===== src/rtl/rstpd_pkg.sv =====
package rstpd_pkg;
  // counter width able to hold the value n
  function automatic int cnt_w(input int n);
    return (n < 2) ? 1 : $clog2(n + 1);
  endfunction

  // index of each external pin in the synchronizer bank
  localparam int PIN_RST  = 0;
  localparam int PIN_HWPD = 1;
  localparam int PIN_PE   = 2;
  localparam int NUM_PINS = 3;
endpackage


===== src/rtl/rstpd_sync.sv =====
module rstpd_sync #(
  parameter logic RST_VAL = 1'b1
) (
  input  logic clk,
  input  logic por_n,
  input  logic d,
  output logic q
);
  logic s1;
  always_ff @(posedge clk or negedge por_n) begin
    if (!por_n) begin
      s1 <= RST_VAL;
      q  <= RST_VAL;
    end else begin
      s1 <= d;
      q  <= s1;
    end
  end
endmodule


===== src/rtl/rstpd_lowtimer.sv =====
module rstpd_lowtimer #(
  parameter int LIMIT = 24,
  parameter int W     = rstpd_pkg::cnt_w(LIMIT)
) (
  input  logic         clk,
  input  logic         por_n,
  input  logic         lvl_n,
  output logic [W-1:0] cnt
);
  // consecutive low cycles, saturating at LIMIT, cleared by any high cycle
  always_ff @(posedge clk or negedge por_n) begin
    if (!por_n)                  cnt <= '0;
    else if (lvl_n)              cnt <= '0;
    else if (cnt != W'(LIMIT))   cnt <= cnt + W'(1);
  end
endmodule


===== src/rtl/rstpd_stretch.sv =====
module rstpd_stretch #(
  parameter int HOLD = 12,
  parameter int W    = rstpd_pkg::cnt_w(HOLD)
) (
  input  logic clk,
  input  logic por_n,
  input  logic req,
  output logic act
);
  logic [W-1:0] hold;
  always_ff @(posedge clk or negedge por_n) begin
    if (!por_n) begin
      hold <= W'(HOLD);
      act  <= 1'b1;
    end else begin
      act <= req || (hold != '0);
      if (req)               hold <= W'(HOLD);
      else if (hold != '0)   hold <= hold - W'(1);
    end
  end
endmodule


===== src/rtl/rstpd_ctrl.sv =====
module rstpd_ctrl #(
  parameter int OSC_PER_MC  = 12,
  parameter int RST_MC      = 2,
  parameter int HWPD_RST_MC = 1,
  parameter int HWPD_PD_MC  = 2,
  parameter int HOLD_MC     = 1
) (
  input  logic clk,
  input  logic por_n,
  input  logic rst_pin_n,
  input  logic hwpd_pin_n,
  input  logic pe_pin,
  input  logic wdt_timeout,
  input  logic osc_fault,
  output logic core_rst_n,
  output logic rst_out_n,
  output logic pd_float,
  output logic wdt_autostart,
  output logic psave_allow
);
  import rstpd_pkg::*;

  localparam int RST_CYC    = OSC_PER_MC * RST_MC;
  localparam int PD_RST_CYC = OSC_PER_MC * HWPD_RST_MC;
  localparam int PD_CYC     = OSC_PER_MC * HWPD_PD_MC;
  localparam int HOLD_CYC   = OSC_PER_MC * HOLD_MC;
  localparam int RW         = cnt_w(RST_CYC);
  localparam int PW         = cnt_w(PD_CYC);

  logic [NUM_PINS-1:0] pin_raw, pin_s;
  assign pin_raw[PIN_RST]  = rst_pin_n;
  assign pin_raw[PIN_HWPD] = hwpd_pin_n;
  assign pin_raw[PIN_PE]   = pe_pin;

  // all pins idle high (pull-ups), so the synchronizers reset to 1
  for (genvar g = 0; g < NUM_PINS; g++) begin : g_sync
    rstpd_sync #(.RST_VAL(1'b1)) u_sync (
      .clk(clk), .por_n(por_n), .d(pin_raw[g]), .q(pin_s[g])
    );
  end

  logic [RW-1:0] rst_cnt;
  logic [PW-1:0] pd_cnt;

  rstpd_lowtimer #(.LIMIT(RST_CYC), .W(RW)) u_rst_tmr (
    .clk(clk), .por_n(por_n), .lvl_n(pin_s[PIN_RST]), .cnt(rst_cnt)
  );
  rstpd_lowtimer #(.LIMIT(PD_CYC), .W(PW)) u_pd_tmr (
    .clk(clk), .por_n(por_n), .lvl_n(pin_s[PIN_HWPD]), .cnt(pd_cnt)
  );

  // power-down state: entered on the PD_CYC-th low sample, left on a high sample
  logic pd_q;
  always_ff @(posedge clk or negedge por_n) begin
    if (!por_n)                 pd_q <= 1'b0;
    else if (pin_s[PIN_HWPD])   pd_q <= 1'b0;
    else if (pd_cnt == PW'(PD_CYC - 1)) pd_q <= 1'b1;
  end

  logic pin_rst_req, pd_rst_req, any_req, rst_act;
  assign pin_rst_req = (rst_cnt == RW'(RST_CYC));
  assign pd_rst_req  = (pd_cnt >= PW'(PD_RST_CYC));
  assign any_req     = pin_rst_req | pd_rst_req | pd_q | wdt_timeout | osc_fault;

  rstpd_stretch #(.HOLD(HOLD_CYC)) u_stretch (
    .clk(clk), .por_n(por_n), .req(any_req), .act(rst_act)
  );

  // enable-pin level tracked through reset; frozen once reset ends
  always_ff @(posedge clk or negedge por_n) begin
    if (!por_n)        wdt_autostart <= 1'b1;
    else if (rst_act)  wdt_autostart <= pin_s[PIN_PE];
  end

  assign core_rst_n  = ~rst_act;
  assign rst_out_n   = ~rst_act;
  assign pd_float    = pd_q;
  assign psave_allow = ~pin_s[PIN_PE];
endmodule


===== config.mk =====
export PLATFORM = sky130hd
export DESIGN_NAME = rstpd_ctrl
export DESIGN_NICKNAME = d
export VERILOG_FILES = /design/src/rtl/rstpd_pkg.sv /design/src/rtl/rstpd_sync.sv /design/src/rtl/rstpd_lowtimer.sv /design/src/rtl/rstpd_stretch.sv /design/src/rtl/rstpd_ctrl.sv
export SDC_FILE = /design/constraint.sdc
export NUM_CORES = 1
export LEC_CHECK = 0
export CORE_MARGIN = 4
export CORE_UTILIZATION = 59
export CTS_CLUSTER_SIZE = 40
export DETAILED_ROUTE_END_ITERATION = 10
export PLACE_DENSITY_LB_ADDON = 0.2
export SYNTH_ARGS = -nofsm -noshare
export SYNTH_HDL_FRONTEND = slang
export SYNTH_HIERARCHICAL = 1
export SYNTH_SLANG_ARGS = --single-unit

===== constraint.sdc =====
create_clock -name clk -period 3.5 [get_ports clk]
set_clock_uncertainty 0.15 [all_clocks]
set_input_delay 0.7 -clock clk [delete_from_list [all_inputs] [get_ports clk]]
set_output_delay 0.7 -clock clk [all_outputs]
set_load 0.03 [all_outputs]

# --- After elaboration in Yosys (flattened, before gate mapping) ---
# Index checks and enable logic that the tools add are counted.
totals:
  ff_bits: 23
  out_inout_bits: 5
  wordCells: 40
op_classes:
  addsub: 3
  magnitude_cmp: 1
  n_eq_ne: 4
  muxes: 8
  n_bitwise: 6
  n_reduce_logical: 6
op_table:
  columns: ["op", "n"]
  rows:
  - ["$mux 5", 4]
  - ["$add 5x1->5 const B", 2]
  - ["$eq 5x5->1 const B", 2]
  - ["$ne 5x5->1 const B", 2]
  - ["$mux 4", 2]
  - ["$reduce_bool 2->1", 4]
  - ["$ge 5x4->1 const B", 1]
  - ["$or 1x1->1", 4]
  - ["$reduce_bool 4->1", 1]
  - ["$sub 4x1->4 const B", 1]
  - ["$mux 1", 2]
  - ["$not 1->1", 2]
  - ["$logic_or 1x1->1", 1]

# --- Depth between registers and ports, before layout ---
logic_depth:
  depth_word: 6
  mapped_depth: 4

# --- Cells and area by module ---
# The synthesis kept the hierarchy.
modules_own_cells:
  columns: ["mod", "n_inst", "cells_per_inst", "area_each_um2"]
  rows:
  - ["rstpd_lowtimer", 2, 28, 304.0]
  - ["rstpd_stretch", 1, 25, 276.5]
  - ["rstpd_sync", 3, 2, 52.6]
  - ["rstpd_ctrl", 1, 14, 136.4]

# --- Worst setup path before layout ---
# No wires, ideal clock.
synth_timing:
  path_type: "register to output"
  from: "register u_stretch.act"
  to: "output rst_out_n"
  arrival_time_ps: 849
  setup_slack_ps: 1801
  stages_incl_launch_ff: 3
  path_buffers: 1
  cell_sequence: "dfstp_2 > inv_1 > buf_4"
synth_via:
  elab_chain_cells: 1
synth_rtl:
  columns: ["element", "line_no", "rtl"]
  rows:
  - ["start, declared", "rstpd_stretch.sv:8", "output logic act"]
  - ["start signal, assigned", "rstpd_stretch.sv:16", "act <= req || (hold != '0);"]
  - ["$not 1->1", null, null]
  - ["end, declared", "rstpd_ctrl.sv:16", "output logic rst_out_n,"]
# Every way passes these cells.

# --- Worst setup path after layout ---
layout_timing:
  from: "register wdt_autostart"
  to: "output wdt_autostart"
layout_lines:
  columns: ["element", "line_no", "rtl"]
  rows:
  - ["start, declared", "rstpd_ctrl.sv:18", "output logic wdt_autostart,"]
  - ["start signal, assigned", "rstpd_ctrl.sv:72", "else if (rst_act) wdt_autostart <= pin_s[PIN_PE];"]
# No word-level cell between the ends.

==> flow_metrics.tcl <==
set metrics [dict create \
    run_status "completed" \
    cp-startpoint "wdt_autostart" \
    synth-compound-area-share_pct 5.41 \
    ys_ff_latch 23 \
    grt_use_total_pct 16.8 \
    dp_hpwl_um 1380 \
    place_inst 134 \
    ant_nets 0 \
    clock_path_buffers 2 \
    reg2reg_from "u_rst_tmr/cnt[0]" \
    switching_share_pct 25.0 \
    regToRegSetupSlack_ns 1.79 \
    rr_worst_depth 4 \
    gp_congestion 0.743 \
    rows 15 \
    antennaDiodeCount 0 \
    cp_cell_sequence "clkdlybuf4s50_1" \
    routedWlPerCell_um 13.2 \
    start_util_pct 65.4 \
    max_slew_margin_pct 35.3 \
    placement.io_buffers 11 \
    p_per_area_mw_per_mm2 356 \
    most-common-layout-cells "dfrtp_1, clkdlybuf4s50_1, nor2_1" \
    clk_latency_ns 0.32 \
    crit_path_top_delay_cell "clkdlybuf4s50_1" \
    die_h_um 52.7 \
    drive_gt1_share_pct 21.2 \
    synth-xor-area-share_pct 0 \
    cts-resized-gates 0 \
    synthAdderAreaFrac_pct 6.37 \
    synth.area.mux_share_pct 10.9 \
    endpoint "wdt_autostart" \
    drtIter0Drc 2 \
    final_cells 138 \
    syn_to_final_growth_pct 11.8 \
    final_area_mm2 0.00132 \
    tightestPinTransition_ns 0.968 \
    cts_root_buf "clkbuf_4" \
    worst_ep_arrival_time_ns 1.51 \
    crit_path_start_kind "flip-flop" \
    core_mm2 0.00180 \
    yosys.area_share.simple_pct 22.0 \
    yosysSeqAreaShare_pct 49.9 \
    synth_cells 101 \
    ctsHoldBuffers 0 \
    first_pass_iters 4 \
    critPathBufInv 1 \
    antenna_found_initial 0 \
    required_ns 2.65 \
    grt_first_pass_wirelength_um 3320 \
    timing.setup.tns_ns 0 \
    dieArea_mm2 0.00278 \
    critPathMaxStageDelay_ns 0.66 \
    clock_sinks 23 \
    tritoncts "yes" \
    dieWidth_um 52.7 \
    comb_power_share_pct 10.6 \
    irDropWorstVdd_mv 0.292 \
    clkTransAtPathRegs_ns 0.11 \
    path_class "flip-flop to output pin" \
    min_path_cells 0 \
    syn_area_per_cell_um2 11.7 \
    synth_top_family_by_area "simple AND/OR/NAND/NOR gates" \
    overflow 0 \
    syn-cell-area_mm2 0.00118 \
    cts_setup_buffers 0 \
    maxCapViolCount 0 \
    wirelength_um 1820 \
    min_period_over_period_pct 67.4 \
    ys_types 27 \
    path_delay_family "buffers and inverters" \
    p_seq_share_pct 63.4 \
    synth_nets 114 \
    nets 127 \
    hp-class "flip-flop to flip-flop" \
    rsz0062_at_grt "no" \
    ys.warnings.count 6 \
    r2r-end "u_stretch/hold[0]" \
    cp_num_cells 1 \
    max_freq_mhz 424 \
    p_switching_w 0.000117 \
    setup_viol 0 \
    grt_pass1_vias 774 \
    hold_viol 0 \
    vias_per_cell 5.41 \
    grt_max_degree 24 \
    place_area_mm2 0.00129 \
    clkPwrFrac_pct 26.0 \
    worstPathMaxFanout 2 \
    period_needed_ns 2.36 \
    slew_viol_final 0 \
    leakagePower_nw 0.584 \
    htreeDepth 1 \
    worstSetupEndpointType "output pin" \
    cts_made_buffers 3 \
    final_common_cell "dfrtp_1" \
    p_int_w 0.000352 \
    drc 0 \
    ioPinCount 12 \
    num_vias 746 \
]
-- Yosys cell counts (all sizes together) --
cell,number,area [µm²]
dfrtp,13,325
nor2,11,41.3
dfstp,10,263
inv,9,33.8
mux2,9,109
and2b,6,45.0
ha,6,75.1
nand2b,6,37.5
nand3,5,25.0
nor2b,4,25.0
buf,3,30.0
or3b,3,26.3
a211o,2,17.5
and4b,2,20.0
mux2i,2,20.0
o2bb2ai,2,17.5
nand2,1,3.75
nand4bb,1,11.3
nor3,1,5.00
nor3b,1,12.5
nor4,1,6.26
o211ai,1,7.51
o22ai,1,12.5
o31a,1,8.76
-- state kept, by name, summed over array words and instances (netlist names) --
register          count
g_sync.u_sync/s1      3
u_stretch/act         1
u_stretch/hold        4
g_sync.u_sync/q       3
wdt_autostart         1
u_rst_tmr/cnt         5
u_pd_tmr/cnt          5
pd_float              1
-- worst min-delay path by stage --
stage	to	startpoint	slack, ns
finish	g_sync[2].u_sync/q	g_sync[2].u_sync/s1	0.21
global route	g_sync[0].u_sync/q	g_sync[0].u_sync/s1	0.22
CTS	g_sync[1].u_sync/q	g_sync[1].u_sync/s1	0.22
detailed placement	g_sync[0].u_sync/q	g_sync[0].u_sync/s1	0.20
global placement	g_sync[1].u_sync/q	g_sync[1].u_sync/s1	0.20
floorplan	g_sync[0].u_sync/q	g_sync[0].u_sync/s1	0.20
-- power groups by stage --
stage                logic, W  registers [W]  clock network (W)
floorplan           0.0000343       0.000298                  0
global placement    0.0000479       0.000302                  0
detailed placement  0.0000509       0.000302                  0
CTS                 0.0000510       0.000298           0.000127
global route        0.0000572       0.000301           0.000136
finish              0.0000498       0.000298           0.000122
-- per-stage QoR --
step | power [W] | worst slack, ns | utilization (%) | hold WS, ns
floorplan | 0.000332 | 1.80 | - | 0.195
global placement | 0.000350 | 1.41 | 71.6 | 0.196
detailed placement | 0.000353 | 1.36 | 71.6 | 0.197
CTS | 0.000476 | 1.12 | 73.1 | 0.215
global route | 0.000494 | 1.10 | 73.1 | 0.222
finish | 0.000470 | 1.14 | 73.1 | 0.214
-- cell type report --
class,instances,area (µm²)
Inverter,9,33.8
Sequential cell,23,588
Fill cell,142,484
Multi-Input combinational cell,66,527
Clock inverter,1,5.00
Tap cell,25,31.3
Timing Repair Buffer,11,110
Clock buffer,3,22.5
-- routing by layer --
metal  part of all wire [%]  global-route usage, %
met2                     51                   28.1
met1                     44                   20.5
met3                    2.4                   2.56
met4                    2.6                   8.94
met5                      0                      0
-- cells by family after synthesis --
| group | Yosys count |
|---|---|
| compound gates | 7 |
| fa+ha+maj | 6 |
| buf+inv | 12 |
| flops | 23 |
| mux | 11 |
| simple gates | 42 |
-- worst reg2reg max path, cell delays in order, from the launching register on --
cell	delay [ns]
dfrtp_1	0.46
nand4bb_1	0.21
o211ai_1	0.42
nor2b_1	0.09
mux2_1	0.30
Note: power is estimated with default switching activity, not from simulation.
